## src/rtl/rs485_filt_pkg.sv

```systemverilog
package rs485_filt_pkg;
  localparam int unsigned CHAR_W = 8;

  typedef struct packed {
    logic              is_addr;
    logic [CHAR_W-1:0] data;
  } rx_char_t;

  typedef enum logic [1:0] {
    ACT_DROP      = 2'd0,
    ACT_PASS_DATA = 2'd1,
    ACT_PASS_ADDR = 2'd2
  } fwd_act_e;
endpackage

```

## src/rtl/afl_rst_sync.sv

```systemverilog
module afl_rst_sync #(
  parameter int unsigned STAGES = 2
) (
  input  logic clk,
  input  logic rst_n,
  output logic rst_n_sync
);
  logic [STAGES-1:0] sync_q;

  always_ff @(posedge clk or negedge rst_n) begin
    if (!rst_n) sync_q <= '0;
    else        sync_q <= {sync_q[STAGES-2:0], 1'b1};
  end

  assign rst_n_sync = sync_q[STAGES-1];
endmodule

```

## src/rtl/afl_classify.sv

```systemverilog
module afl_classify
  import rs485_filt_pkg::*;
(
  input  logic              in_valid,
  input  logic              in_frame_err,
  input  logic              in_bit9,
  input  logic [CHAR_W-1:0] in_data,
  input  logic [CHAR_W-1:0] slave_addr,
  output logic              good_addr,
  output logic              good_data,
  output logic              addr_hit
);
  logic good;

  always_comb begin
    good      = in_valid && !in_frame_err;
    good_addr = good && in_bit9;
    good_data = good && !in_bit9;
    addr_hit  = (in_data == slave_addr);
  end
endmodule

```

## src/rtl/afl_gate_state.sv

```systemverilog
module afl_gate_state (
  input  logic clk,
  input  logic rst_n,
  input  logic mode_auto,
  input  logic good_addr,
  input  logic addr_hit,
  output logic rx_en_q
);
  logic rx_en_d;
  logic rx_en_ce;

  always_comb begin
    rx_en_ce = mode_auto && good_addr;
    rx_en_d  = addr_hit;
  end

  always_ff @(posedge clk or negedge rst_n) begin
    if (!rst_n)        rx_en_q <= 1'b0;
    else if (rx_en_ce) rx_en_q <= rx_en_d;
  end

  p_hold_unless_auto_addr_r8: assert property (@(posedge clk) disable iff (!rst_n)
    !(mode_auto && good_addr) |=> $stable(rx_en_q));
  p_match_enables_r3: assert property (@(posedge clk) disable iff (!rst_n)
    (mode_auto && good_addr && addr_hit) |=> rx_en_q);
  p_foreign_disables_r4: assert property (@(posedge clk) disable iff (!rst_n)
    (mode_auto && good_addr && !addr_hit) |=> !rx_en_q);
endmodule

```

## src/rtl/afl_out_stage.sv

```systemverilog
module afl_out_stage
  import rs485_filt_pkg::*;
(
  input  logic     clk,
  input  logic     rst_n,
  input  fwd_act_e act,
  input  logic     det,
  input  rx_char_t chr,
  output logic     out_valid,
  output rx_char_t out_chr,
  output logic     addr_det
);
  logic     valid_d;
  rx_char_t chr_d;

  always_comb begin
    valid_d = (act != ACT_DROP);
    chr_d   = chr;
    chr_d.is_addr = (act == ACT_PASS_ADDR);
  end

  always_ff @(posedge clk or negedge rst_n) begin
    if (!rst_n) begin
      out_valid <= 1'b0;
      addr_det  <= 1'b0;
      out_chr   <= '0;
    end else begin
      out_valid <= valid_d;
      addr_det  <= det;
      if (valid_d) out_chr <= chr_d;
    end
  end

  p_det_implies_fwd_r6: assert property (@(posedge clk) disable iff (!rst_n)
    addr_det |-> (out_valid && out_chr.is_addr));
endmodule

```

## src/rtl/rs485_addr_filter.sv

```systemverilog
module rs485_addr_filter
  import rs485_filt_pkg::*;
(
  input  logic              clk,
  input  logic              rst_n,
  input  logic              mode_auto,
  input  logic [CHAR_W-1:0] slave_addr,
  input  logic              rx_disable,
  input  logic              in_valid,
  input  logic [CHAR_W-1:0] in_data,
  input  logic              in_bit9,
  input  logic              in_frame_err,
  output logic              out_valid,
  output logic [CHAR_W-1:0] out_data,
  output logic              out_is_addr,
  output logic              addr_det
);
  logic     rst_ni;
  logic     good_addr, good_data, addr_hit;
  logic     rx_en_q;
  logic     det;
  fwd_act_e act;
  rx_char_t chr_in, chr_out;

  afl_rst_sync #(.STAGES(2)) u_sync (
    .clk(clk), .rst_n(rst_n), .rst_n_sync(rst_ni));

  afl_classify u_cls (
    .in_valid(in_valid), .in_frame_err(in_frame_err), .in_bit9(in_bit9),
    .in_data(in_data), .slave_addr(slave_addr),
    .good_addr(good_addr), .good_data(good_data), .addr_hit(addr_hit));

  afl_gate_state u_gate (
    .clk(clk), .rst_n(rst_ni), .mode_auto(mode_auto),
    .good_addr(good_addr), .addr_hit(addr_hit), .rx_en_q(rx_en_q));

  always_comb begin
    act = ACT_DROP;
    det = 1'b0;
    if (good_addr) begin
      if (!mode_auto || addr_hit) begin
        act = ACT_PASS_ADDR;
        det = 1'b1;
      end
    end else if (good_data) begin
      if (mode_auto ? rx_en_q : !rx_disable) act = ACT_PASS_DATA;
    end
    chr_in.is_addr = in_bit9;
    chr_in.data    = in_data;
  end

  afl_out_stage u_out (
    .clk(clk), .rst_n(rst_ni), .act(act), .det(det), .chr(chr_in),
    .out_valid(out_valid), .out_chr(chr_out), .addr_det(addr_det));

  assign out_data    = chr_out.data;
  assign out_is_addr = chr_out.is_addr;

  p_idle_quiet_r9: assert property (@(posedge clk) disable iff (!rst_ni)
    !in_valid |=> (!out_valid && !addr_det));
  p_frame_drop_r7: assert property (@(posedge clk) disable iff (!rst_ni)
    (in_valid && in_frame_err) |=> (!out_valid && !addr_det));
  p_foreign_drop_r4: assert property (@(posedge clk) disable iff (!rst_ni)
    (in_valid && !in_frame_err && in_bit9 && mode_auto && in_data != slave_addr)
      |=> !out_valid);
  p_data_intact_r5: assert property (@(posedge clk) disable iff (!rst_ni)
    (in_valid && !in_frame_err && !in_bit9) |=>
      (!out_valid || (out_data == $past(in_data) && !out_is_addr)));
  p_class_kept_r1: assert property (@(posedge clk) disable iff (!rst_ni)
    (in_valid && !in_frame_err && in_bit9) |=> (!out_valid || out_is_addr));
endmodule

```

## config.mk

```make
export PLATFORM = sky130hd
export DESIGN_NAME = rs485_addr_filter
export DESIGN_NICKNAME = d
export VERILOG_FILES = /design/src/rtl/rs485_filt_pkg.sv /design/src/rtl/afl_rst_sync.sv /design/src/rtl/afl_classify.sv /design/src/rtl/afl_gate_state.sv /design/src/rtl/afl_out_stage.sv /design/src/rtl/rs485_addr_filter.sv
export SDC_FILE = /design/constraint.sdc
export NUM_CORES = 1
export LEC_CHECK = 0
export ABC_AREA = 1
export BUFFER_PORTS_ARGS = -buffer_cell sky130_fd_sc_hd__buf_2
export CORE_UTILIZATION = 46
export CTS_BUF_LIST = sky130_fd_sc_hd__clkbuf_4
export DETAILED_ROUTE_END_ITERATION = 7
export MAX_ROUTING_LAYER = met4
export PLACE_DENSITY = 0.89
export SLEW_MARGIN = 40
export SYNTH_ARGS = -nofsm -noshare
export SYNTH_HDL_FRONTEND = slang
export SYNTH_SLANG_ARGS = --single-unit
export TNS_END_PERCENT = 50
```

## constraint.sdc

```tcl
create_clock -name clk -period 0.8 [get_ports clk]
set_input_delay 0.16 -clock clk [delete_from_list [all_inputs] [get_ports clk]]
set_output_delay 0.16 -clock clk [all_outputs]
set_load 0.03 [all_outputs]
```

# After elaboration in Yosys (flattened, before gate mapping)
# Cells that the tools add are included.
dict set report op_classes {
  eq_ne 2
  mux 7
  reduce_logical 10
}
# op n
set op_table {}
lappend op_table {{$eq A8 B8 Y1} 1}
lappend op_table {{$mux W1} 5}
lappend op_table {{$logic_and A1 B1 Y1} 4}
lappend op_table {{$logic_not A1 Y1} 4}
lappend op_table {{$mux W2} 2}
lappend op_table {{$eq A2 B2 Y1 const B} 1}
lappend op_table {{$reduce_bool A2 Y1} 1}
lappend op_table {{$logic_or A1 B1 Y1} 1}
dict set report totals {
  register_bits 14
  in_bits 23
}

# Longest topological paths before layout
# Gate-level depths: netlist of run 1.
dict set report depth {
  word_depth 6
  mapped_depth 11
  depth_no_buf 11
}

# By module
# From an unflattened synthesis of run 1, not the netlist that was laid out.
dict set report unflattened {
  cells_unflattened 104
  area_unflattened_um2 740.7
}
# mod n_inst cells_each area_each_um2 seq_area_each_um2
set by_module_without_submodules {}
lappend by_module_without_submodules {afl_out_stage 1 41 425.4 275.3}
lappend by_module_without_submodules {afl_classify 1 47 181.4 0.0}
lappend by_module_without_submodules {afl_rst_sync 1 3 53.8 50.0}
lappend by_module_without_submodules {afl_gate_state 1 5 41.3 25.0}
lappend by_module_without_submodules {rs485_addr_filter 1 8 38.8 0.0}

# Worst setup path before layout of run 1
# Ideal clock, no wire load.
dict set report synth_timing {
  path_kind {reg2reg}
  start {register u_gate.rx_en_q}
  end {register u_out.out_chr[0] (netlist name)}
  arrival_time_ps 900
  required_ps 683
  path_slack_ps -218
  stages_incl_launch_ff 5
  n_path_buf 0
  path_cell_list {dfrtp_1 > o211ai_4 > nand2_2 > nand2_1 > nand2_1}
}
dict set report synth_via {
  elab_chain_cells 5
}
# item line
set synth_lines {}
lappend synth_lines {{start, declared} afl_gate_state.sv:7} ;# output logic rx_en_q
lappend synth_lines {{start signal, assigned} afl_gate_state.sv:19} ;# else if (rx_en_ce) rx_en_q <= rx_en_d;
lappend synth_lines {{$mux W1 (2 in series)} rs485_addr_filter.sv:46} ;# if (mode_auto ? rx_en_q : !rx_disable) act = ACT_PASS_DATA;
lappend synth_lines {{$mux W1} rs485_addr_filter.sv:45} ;# end else if (good_data) begin
lappend synth_lines {{$mux W2} rs485_addr_filter.sv:40} ;# if (good_addr) begin
lappend synth_lines {{$reduce_bool A2 Y1} afl_out_stage.sv:17} ;# valid_d = (act != ACT_DROP);
lappend synth_lines {{net u_out.valid_d} afl_out_stage.sv:13} ;# logic valid_d;
lappend synth_lines {{end signal, assigned} afl_out_stage.sv:30} ;# if (valid_d) out_chr <= chr_d;
lappend synth_lines {{end, declared} afl_out_stage.sv:10} ;# output rx_char_t out_chr,
# The timed path passes the listed nets, and every way through them passes these cells.
# A chain may end at the register's enable or synchronous reset.

# Worst setup path after layout of run 1
dict set report layout_timing {
  start {register u_gate.rx_en_q}
  end {register u_out.out_chr[8] (netlist name)}
}
dict set report layout_via {
  elab_chain_cells 5
}
# item line
set layout_lines {}
lappend layout_lines {{$mux W1 (*) (2 in series)} rs485_addr_filter.sv:46}
lappend layout_lines {{$mux W1 (*)} rs485_addr_filter.sv:45}
lappend layout_lines {{$mux W2 (*)} rs485_addr_filter.sv:40}
lappend layout_lines {{$eq A2 B2 Y1 / $reduce_bool A2 Y1 (equally long branches)} {afl_out_stage.sv:19, afl_out_stage.sv:17}}
# Every way passes the cells marked *; elsewhere a longest branch is shown, timed or not.

==> impl_results.md, run 1 <==
* Status: finished with violations
* Violated checks: negative setup slack
* Die area at 1637 um^2
* Top-area cell type share of the netlist area at 0.5147
* IO Pins at 34
* Worst-path fanout max at 5
* Initial antenna violation count at 0
* Commonest non-fill, non-tap cell in the layout: nand2_1
* Syn_nets at 106
* Input/output buffers at 33
* CP startpoint kind: flop
* DRC viols at 0
* DP HPWL at 1379 um
* GRT overflow at 0
* DR vias at 806
* Chip width at 40.47 um
* Hold Path Depth at 3
* Synth area leader: dfrtp_1
* MaxCap Viol Count at 0
* H-tree levels at 1
* Nets at 162
* First-pass GRT wire length at 3588 um
* Critical path type: flop to flop
* Clk_skew at 0.009645 ns
* WL final at 2580 um
* Global placer's final weighted congestion at 0.8143
* Pwr Density at 1910 nW/um^2
* Skew-Pair Late Insertion Delay at 0.28 ns
* Final instance area at 1150 um^2
* Largest net degree at the start of global routing at 13
* Avg Cell Area, Syn at 8.201 um^2
* Minimum clock period at 1.158 ns
* Clock Sinks at 14
* Number of global-route vias before repair at 767
* Flops & latches, synth at 14
* CTS tree: done
* Clock Pin Slew Worst Setup and Hold Paths at 0.09 ns
* CTS max path bufs at 2
* First-pass iteration count of the detailed router at 4
* Worst R2R Start: u_gate.rx_en_q
* Pre-CTS setup slack at -0.4867 ns
* Sequential area share after synthesis at 0.5147
* Cell variety after synth at 12
* DRT antenna net count at 0
* Placement Cell Area at 943.4 um^2
* Setup-failing EPs final at 23
* P&R area growth vs syn at 68.93%
* Required @ worst endpoint at 1.00 ns
* DR WL/cell at 16.86 um
* RSZ-0062 raised after global routing: yes
* Site Rows at 13
* Fin crit share at 1.448
* Fill count at 57
* Core box area at 1334 um^2
* Synth top area cells: dfrtp_1, nand2_1, nand3_1
* Total CTS buffers at 3
* Routed vias/inst at 5.268
* Iteration-0 DRC Markers at 35
* Post-Syn Instances at 83
* Die Height at 40.47 um
* Leak at 0.6743 nW
* Setup WS post-layout at -0.3584 ns
* Reg2reg end: u_out.out_chr[8]
* Max Slew Vio Count at 0
* Yosys Warn Count at 0
* Hold endpoint: u_out.out_chr[3]
* Critical Path End Type: flop
* CP arrival at 1.36 ns
* Gr usage total at 0.3614
* Worst R2R Path Depth at 5
* Hold_sp: in_data[3]
* FF-to-FF setup slack at -0.36 ns
* Fin Setup TNS at -5.346 ns
* Commonest cells after routing, fill and taps aside: nand2_1, buf_2, buf_4
* Mapped Area at 680.7 um^2
* Hold crit path type: input port to flop
* Peak supply drop at 0.001290 V
* Max Fclk at 863.3 MHz
* ANT cells at 0
* Hold Vio Cnt, Final at 0
* Root Buffer Master: clkbuf_4
* Initial Util at 0.5103
* Share of layout cells above drive strength 1 at 0.4783
==> flip-flops by register name (all words and copies together), names as in the netlist <==
name             count
u_out.out_valid      1
u_gate.rx_en_q       1
u_out.addr_det       1
u_sync.sync_q        2
u_out.out_chr        9
==> through the flow <==
stage	power (mW)	util	cells	hold slack (ns)
floorplan	1.242	-	83	-0.1356
global placement	1.469	0.7073	142	-0.05419
detailed placement	1.493	0.7073	142	-0.04739
CTS	2.081	0.8030	150	0.1079
global route	2.298	0.8621	153	0.1405
finish	2.196	0.8621	153	0.1419
==> report_power, final <==
group          switching, mW  leakage, nW  internal [mW]  total (mW)
clock network          0.229       0.0154          0.181       0.410
logic                  0.465        0.483          0.407       0.872
registers              0.103        0.176          0.811       0.914
total                  0.797        0.674           1.40        2.20
==> routing by layer <==
| layer | routed length (um) | vias to the layer above | GRT usage |
|---|---|---|---|
| li1 | - | 365 | - |
| met1 | 1019 | 380 | 0.3562 |
| met2 | 1307 | 55 | 0.6151 |
| met3 | 201 | 6 | 0.1278 |
| met4 | 51 | 0 | 0.1917 |
| met5 | 0 | - | - |
==> worst max-delay path, cell delays in order, from the launching register on <==
cell and delay [ns]:
dfrtp_1 0.43, o211ai_4 0.22, buf_6 0.15, buf_6 0.12, nand2_1 0.06, nand2_1 0.10
==> cell families (layout without fill, tap and decap cells) <==
kind of cell           Yosys count  count (layout)  synth area share
AND/OR/NAND/NOR                 49              50            0.2941
flip-flops                      14              14            0.5147
buffers and inverters           11              65           0.07170
XOR/XNOR                         5               5           0.06434
AO/OA/AOI/OAI                    3               3           0.04963
other                            1               1          0.005509
==> cell usage after synthesis <==
library cell	number
conb_1	1
nand2_1	35
nor2_1	3
inv_1	10
o211ai_4	1
nand3_1	9
o31ai_1	1
xnor2_1	5
o21ai_0	1
dfrtp_1	14
buf_6	1
nand2_2	2
==> repair_timing <==
item / in CTS / in global routing
setup buffers: 3 / 2
gates resized for setup: 22 / 13
gates cloned: 0 / 1
hold endpoints to repair: 2 / 0
hold buffers: 1 / 0
pin swaps: 0 / 7
endpoints found under the setup margin: 22 / 23
==> how the worst max path moves through the flow <==
stage,startpoint,end,cells past startpoint
global placement,in_data[3],u_out.out_chr[0],10
CTS,u_gate.rx_en_q,u_out.out_chr[4],4
finish,u_gate.rx_en_q,u_out.out_chr[8],5
floorplan,u_gate.rx_en_q,u_out.out_chr[0],4
global route,u_gate.rx_en_q,u_out.out_chr[8],5
detailed placement,in_data[0],u_out.out_chr[4],12
==> layout make-up <==
cell class / count / area [um^2] / area share
repair buffers: 51 / 379.1 / 0.3297
multi-input cells: 59 / 337.8 / 0.2938
flip-flops and latches: 14 / 350.3 / 0.3047
inverters: 10 / 37.54 / 0.03264
clock buffers: 3 / 22.52 / 0.01959
well taps: 15 / 18.77 / 0.01632
clock inverters: 1 / 3.754 / 0.003264
Note: power is estimated with default switching activity, not from simulation.
==> inputs of run 2 (changes only) <==
--- a/config.mk
+++ b/config.mk
@@ -7,11 +7,12 @@
 export LEC_CHECK = 0
 export ABC_AREA = 1
 export BUFFER_PORTS_ARGS = -buffer_cell sky130_fd_sc_hd__buf_2
-export CORE_UTILIZATION = 46
+export CORE_UTILIZATION = 49
 export CTS_BUF_LIST = sky130_fd_sc_hd__clkbuf_4
 export DETAILED_ROUTE_END_ITERATION = 7
 export MAX_ROUTING_LAYER = met4
-export PLACE_DENSITY = 0.89
+export PLACE_DENSITY = 0.94
+export SKIP_CTS_REPAIR_TIMING = 1
 export SLEW_MARGIN = 40
 export SYNTH_ARGS = -nofsm -noshare
 export SYNTH_HDL_FRONTEND = slang
==> constraint.sdc (replaced) <==
create_clock -name clk -period 1.5 [get_ports clk]
set_input_delay 0.3 -clock clk [delete_from_list [all_inputs] [get_ports clk]]
set_output_delay 0.3 -clock clk [all_outputs]
set_load 0.03 [all_outputs]
==> run 2 against run 1 <==
Compared with the run above:
- the run now ends clean
- total power decreased by 56%
- sequential cell count unchanged
- clock power decreased by 52%
- global-route usage decreased by 13 points
- cell area decreased by 23%
- clock skew decreased by 0.0057 ns
- via count decreased by 19%
- wire length decreased by 42%
==> impl_results.md, run 2 (same netlist as run 1, synthesis figures left out) <==
* Status: completed
* Layout Utilization at 0.6808
* Hold crit path type: flop to async pin
* Number of global-route vias before repair at 577
* Tot Pwr at 0.9692 mW
* Required @ worst endpoint at 1.71 ns
* Leak at 0.5405 nW
* DRC viols at 0
* First-pass GRT wire length at 2235 um
* Root Buffer Master: clkbuf_4
* Global placer's final weighted congestion at 0.8042
* H-tree levels at 1
* Critical Path End Type: flop
* RSZ-0062 raised after global routing: no
* Pwr Density at 1094 nW/um^2
* Input/output buffers at 33
* Top Registers: u_out.out_chr x9, u_sync.sync_q x2
* Iteration-0 DRC Markers at 19
* Clock Pin Slew Worst Setup and Hold Paths at 0.08 ns
* CTS max path bufs at 2
* Nets at 144
* Max Slew Vio Count at 0
* DRT antenna net count at 0
* Routed vias/inst at 4.888
* Final instance area at 885.9 um^2
* Clock Sinks at 14
* Setup-failing EPs final at 0
* Commonest cells after routing, fill and taps aside: nand2_1, buf_2, dfrtp_1
* Core box area at 1301 um^2
* GRT overflow at 0
* Non-Filler Instances at 134
* Die Height at 39.27 um
* Clk_skew at 0.003948 ns
* Fin crit share at 0.8331
* Share of layout cells above drive strength 1 at 0.3277
* Max FFs per register at 9
* Largest net degree at the start of global routing at 13
* Chip width at 39.27 um
* CP startpoint kind: input port
* Minimum clock period at 1.250 ns
* Initial Util at 0.5231
* DR vias at 655
* MaxCap Viol Count at 0
* CTS tree: done
* Die area at 1542 um^2
* WL final at 1501 um
* DR WL/cell at 11.20 um
* P&R area growth vs syn at 30.15%
* Critical path type: input port to flop
* Site Rows at 13
* Placement Cell Area at 853.3 um^2
* Cells after DPL at 130
* Hold Vio Cnt, Final at 0
* Fill count at 118
* Max Fclk at 800.2 MHz
* ANT cells at 0
* Initial antenna violation count at 0
* CP arrival at 1.46 ns
* Total CTS buffers at 3
* Worst-path fanout max at 11
* Fin Setup TNS at 0 ns
* Gr usage total at 0.2299
* Skew-Pair Late Insertion Delay at 0.27 ns
* Biggest register: u_out.out_chr
* Commonest non-fill, non-tap cell in the layout: nand2_1
* IO Pins at 34
* Peak supply drop at 0.0007655 V
* First-pass iteration count of the detailed router at 4
==> run 2: cell count changes in the layout (fill, tap and decap cells not counted), sizes merged <==
cell    delta
nand2      -1
buf       -17
clkinv     -1
==> run 2: critical path, stage by stage <==
cell and delay, ns:
buf_2 0.11, inv_1 0.05, nand2_1 0.04, nand2_1 0.06, nand2_1 0.06, nor2_1 0.14, nand2_1 0.09, nand2_1 0.07
nand2_2 0.13, nand2_2 0.20, nand2_1 0.11, nand2_1 0.09
==> run 2: worst paths after layout <==
| check | from | to | cells after the start | slack (ns) |
|---|---|---|---|---|
| max | in_data[0] | u_out.out_chr[4] | 12 | 0.25 |
| min in group clk | in_data[0] | u_out.out_chr[0] | 3 | 0.25 |
| min | u_sync.sync_q[1] | u_out.out_chr[0] | 0 | 0.19 |
| max reg2reg | u_gate.rx_en_q | u_out.out_chr[4] | 4 | 0.26 |
| max in group asynchronous | u_sync.sync_q[1] | u_out.addr_det | 0 | 0.98 |
| min reg2reg | u_sync.sync_q[1] | u_out.out_chr[0] | 0 | 0.19 |
==> run 2: area by class of cell <==
| cell class | instances | area (um^2) | share of cell area |
|---|---|---|---|
| Sequential cell | 14 | 350.3 | 0.3955 |
| Inverter | 10 | 37.54 | 0.04237 |
| Tap cell | 15 | 18.77 | 0.02119 |
| Multi-Input combinational cell | 58 | 281.5 | 0.3178 |
| Timing Repair Buffer | 34 | 175.2 | 0.1977 |
| Clock buffer | 3 | 22.52 | 0.02542 |
==> run 2: report_power, final <==
part | internal [mW] | switching [mW]
Clock | 0.0929 | 0.106
Combinational | 0.103 | 0.204
Sequential | 0.432 | 0.0321
==> run 2: metrics by stage <==
| step | worst slack, ns | hold WS (ns) |
|---|---|---|
| finish | 0.2503 | 0.1939 |
| global route | 0.1505 | 0.2248 |
| CTS | 0.2433 | -0.1987 |
| detailed placement | -0.01516 | 0.09108 |
| global placement | 0.1294 | 0.08472 |
| floorplan | 0.3977 | 0.004409 |
==> run 2: per-layer routing <==
layer,wire length [um],global-route usage
met1,586,0.2538
met2,784,0.4083
met3,95,0.03409
met4,34,0.1034
met5,0,-
==> inputs of run 3 (changes only) <==
--- a/config.mk
+++ b/config.mk
@@ -7,11 +7,11 @@
 export LEC_CHECK = 0
 export ABC_AREA = 1
 export BUFFER_PORTS_ARGS = -buffer_cell sky130_fd_sc_hd__buf_2
-export CORE_UTILIZATION = 49
+export CORE_UTILIZATION = 46
 export CTS_BUF_LIST = sky130_fd_sc_hd__clkbuf_4
 export DETAILED_ROUTE_END_ITERATION = 7
 export MAX_ROUTING_LAYER = met4
-export PLACE_DENSITY = 0.94
+export PLACE_DENSITY = 0.89
 export SKIP_CTS_REPAIR_TIMING = 1
 export SLEW_MARGIN = 40
 export SYNTH_ARGS = -nofsm -noshare
==> constraint.sdc (replaced) <==
create_clock -name clk -period 1.3 [get_ports clk]
set_input_delay 0.26 -clock clk [delete_from_list [all_inputs] [get_ports clk]]
set_output_delay 0.26 -clock clk [all_outputs]
set_load 0.03 [all_outputs]
==> run 3 against run 2 <==
Compared with the run above:
- clock power is 19% higher
- non-clock buffer count is 3 higher
- worst hold slack worse by 0.023 ns
- clock-buffer cell count stayed put
- sequential cell count stayed put
- via count is 2.1% lower
- sequential share of layout area is 1.1 points lower
- register-to-register slack worse by 0.04 ns
- cell count is 3.0% higher
==> impl_results.md, run 3 (same netlist as run 1, synthesis figures left out) <==
* Fin Setup TNS at 0 ns
* Clock Sinks at 14
* Cells after DPL at 133
* First-pass GRT wire length at 1869 um
* Delay of the slowest critical-path stage at 0.39 ns
* Share of layout cells above drive strength 1 at 0.3415
* Total CTS buffers at 3
* Clock share of power at 0.210
* Critical Path End Type: output port
* Sequential power share at 0.479
* Clock Pin Slew Worst Setup and Hold Paths at 0.08 ns
* ANT cells at 0
* Input/output buffers at 33
* CP startpoint kind: flop
* Core box area at 1334 um^2
* Commonest non-fill, non-tap cell in the layout: nand2_1
* Gr usage total at 0.1811
* Hold Vio Cnt, Final at 0
* Worst R2R Start: u_gate.rx_en_q
* Minimum clock period at 1.108 ns
* Non-Filler Instances at 138
* Initial Util at 0.5103
* Global placer's final weighted congestion at 0.7471
* Pwr Density at 1227 nW/um^2
* Iteration-0 DRC Markers at 14
* Setup-failing EPs final at 0
* Required @ worst endpoint at 1.04 ns
* Setup WS post-layout at 0.1922 ns
* DR WL/cell at 9.500 um
* Layout Utilization at 0.6839
* IO Pins at 34
* Max Fclk at 902.7 MHz
* Net switching power at 0.3885 mW
* CP max-delay cell: dfrtp_1
* DP HPWL at 1113 um
* Die area at 1637 um^2
* Worst-path fanout max at 2
* MaxCap Viol Count at 0
* Die Height at 40.47 um
* Fin crit share at 0.8522
* Sw frac at 0.3470
* Number of global-route vias before repair at 469
* Peak supply drop at 0.001019 V
* Fill count at 109
* Logic pwr share at 0.310
* Initial antenna violation count at 0
* RSZ-0062 raised after global routing: no
* Internal power at 0.7311 mW
* Leak at 0.5547 nW
* Routed vias/inst at 4.645
* First-pass iteration count of the detailed router at 4
* Top Registers: u_out.out_chr x9, u_sync.sync_q x2
* Skew-Pair Late Insertion Delay at 0.27 ns
* Clk_skew at 0.008390 ns
* Root Buffer Master: clkbuf_4
* CTS max path bufs at 2
* DRC viols at 0
* Max Slew Vio Count at 0
* WL final at 1311 um
* CP arrival at 0.85 ns
* P&R area growth vs syn at 34.01%
* Biggest register: u_out.out_chr
* Site Rows at 13
* Largest net degree at the start of global routing at 13
* Critical path buffers and inverters at 1
* CP Launch Point: u_out.out_chr[0]
* Status: completed
* Pre-CTS setup slack at -0.02986 ns
* CTS tree: done
* Commonest cells after routing, fill and taps aside: nand2_1, buf_2, dfrtp_1
* Cell family with most CP delay: flip-flops
* DR vias at 641
* GRT overflow at 0
* H-tree levels at 1
* Max FFs per register at 9
* Chip width at 40.47 um
* Hold crit path type: flop to async pin
* Nets at 147
* DRT antenna net count at 0
* Critical path, cell by cell: buf_2
* Critical path type: flop to output port
run 3: cell count changes in the layout (fill, tap and decap cells not counted):
cell | before | now
clkinv_1 | 0 | 1
buf_4 | 0 | 3
run 3: final timing paths:
| kind | to | slack (ns) | cells past startpoint |
|---|---|---|---|
| min in group clk | u_out.out_chr[2] | 0.21 | 3 |
| setup reg to reg | u_out.out_chr[1] | 0.22 | 4 |
| setup / recovery | out_data[0] | 0.19 | 1 |
| hold / removal | u_out.out_chr[0] | 0.17 | 0 |
| max in group asynchronous | u_out.out_chr[4] | 0.82 | 0 |
| hold reg to reg | u_out.out_chr[0] | 0.17 | 0 |
run 3: power by group through the flow:
stage | Clock [mW] | Sequential, mW | Combinational [mW]
final | 0.236 | 0.536 | 0.347
after global routing | 0.271 | 0.547 | 0.382
after CTS | 0.242 | 0.538 | 0.348
after detailed placement | 0 | 0.547 | 0.346
after global placement | 0 | 0.545 | 0.339
after floorplan | 0 | 0.666 | 0.0981
run 3: layout make-up:
| cell class | instances | area [um^2] | share of cell area |
|---|---|---|---|
| sequential | 14 | 350.3 | 0.3841 |
| multi-input combinational | 58 | 281.5 | 0.3086 |
| timing repair buffer | 37 | 197.7 | 0.2167 |
| inverter | 10 | 37.54 | 0.04115 |
| clock buffer | 3 | 22.52 | 0.02469 |
| tap | 15 | 18.77 | 0.02058 |
| clock inverter | 1 | 3.754 | 0.004115 |
run 3: metrics by stage:
stage	hold slack, ns	power (mW)	instance area (um^2)
final	0.1709	1.120	912.1
after global routing	0.1960	1.200	912.1
after CTS	-0.2439	1.127	902.1
after detailed placement	0.05026	0.8931	875.8
after global placement	0.04805	0.8843	875.8
after floorplan	-0.03559	0.7643	680.7
run 3: routing by layer:
metal | up-vias | global-route usage | wire length, um
li1 | 332 | - | -
met1 | 280 | 0.2014 | 565
met2 | 27 | 0.2897 | 633
met3 | 2 | 0.06667 | 98
met4 | 0 | 0.07500 | 14
met5 | - | - | 0
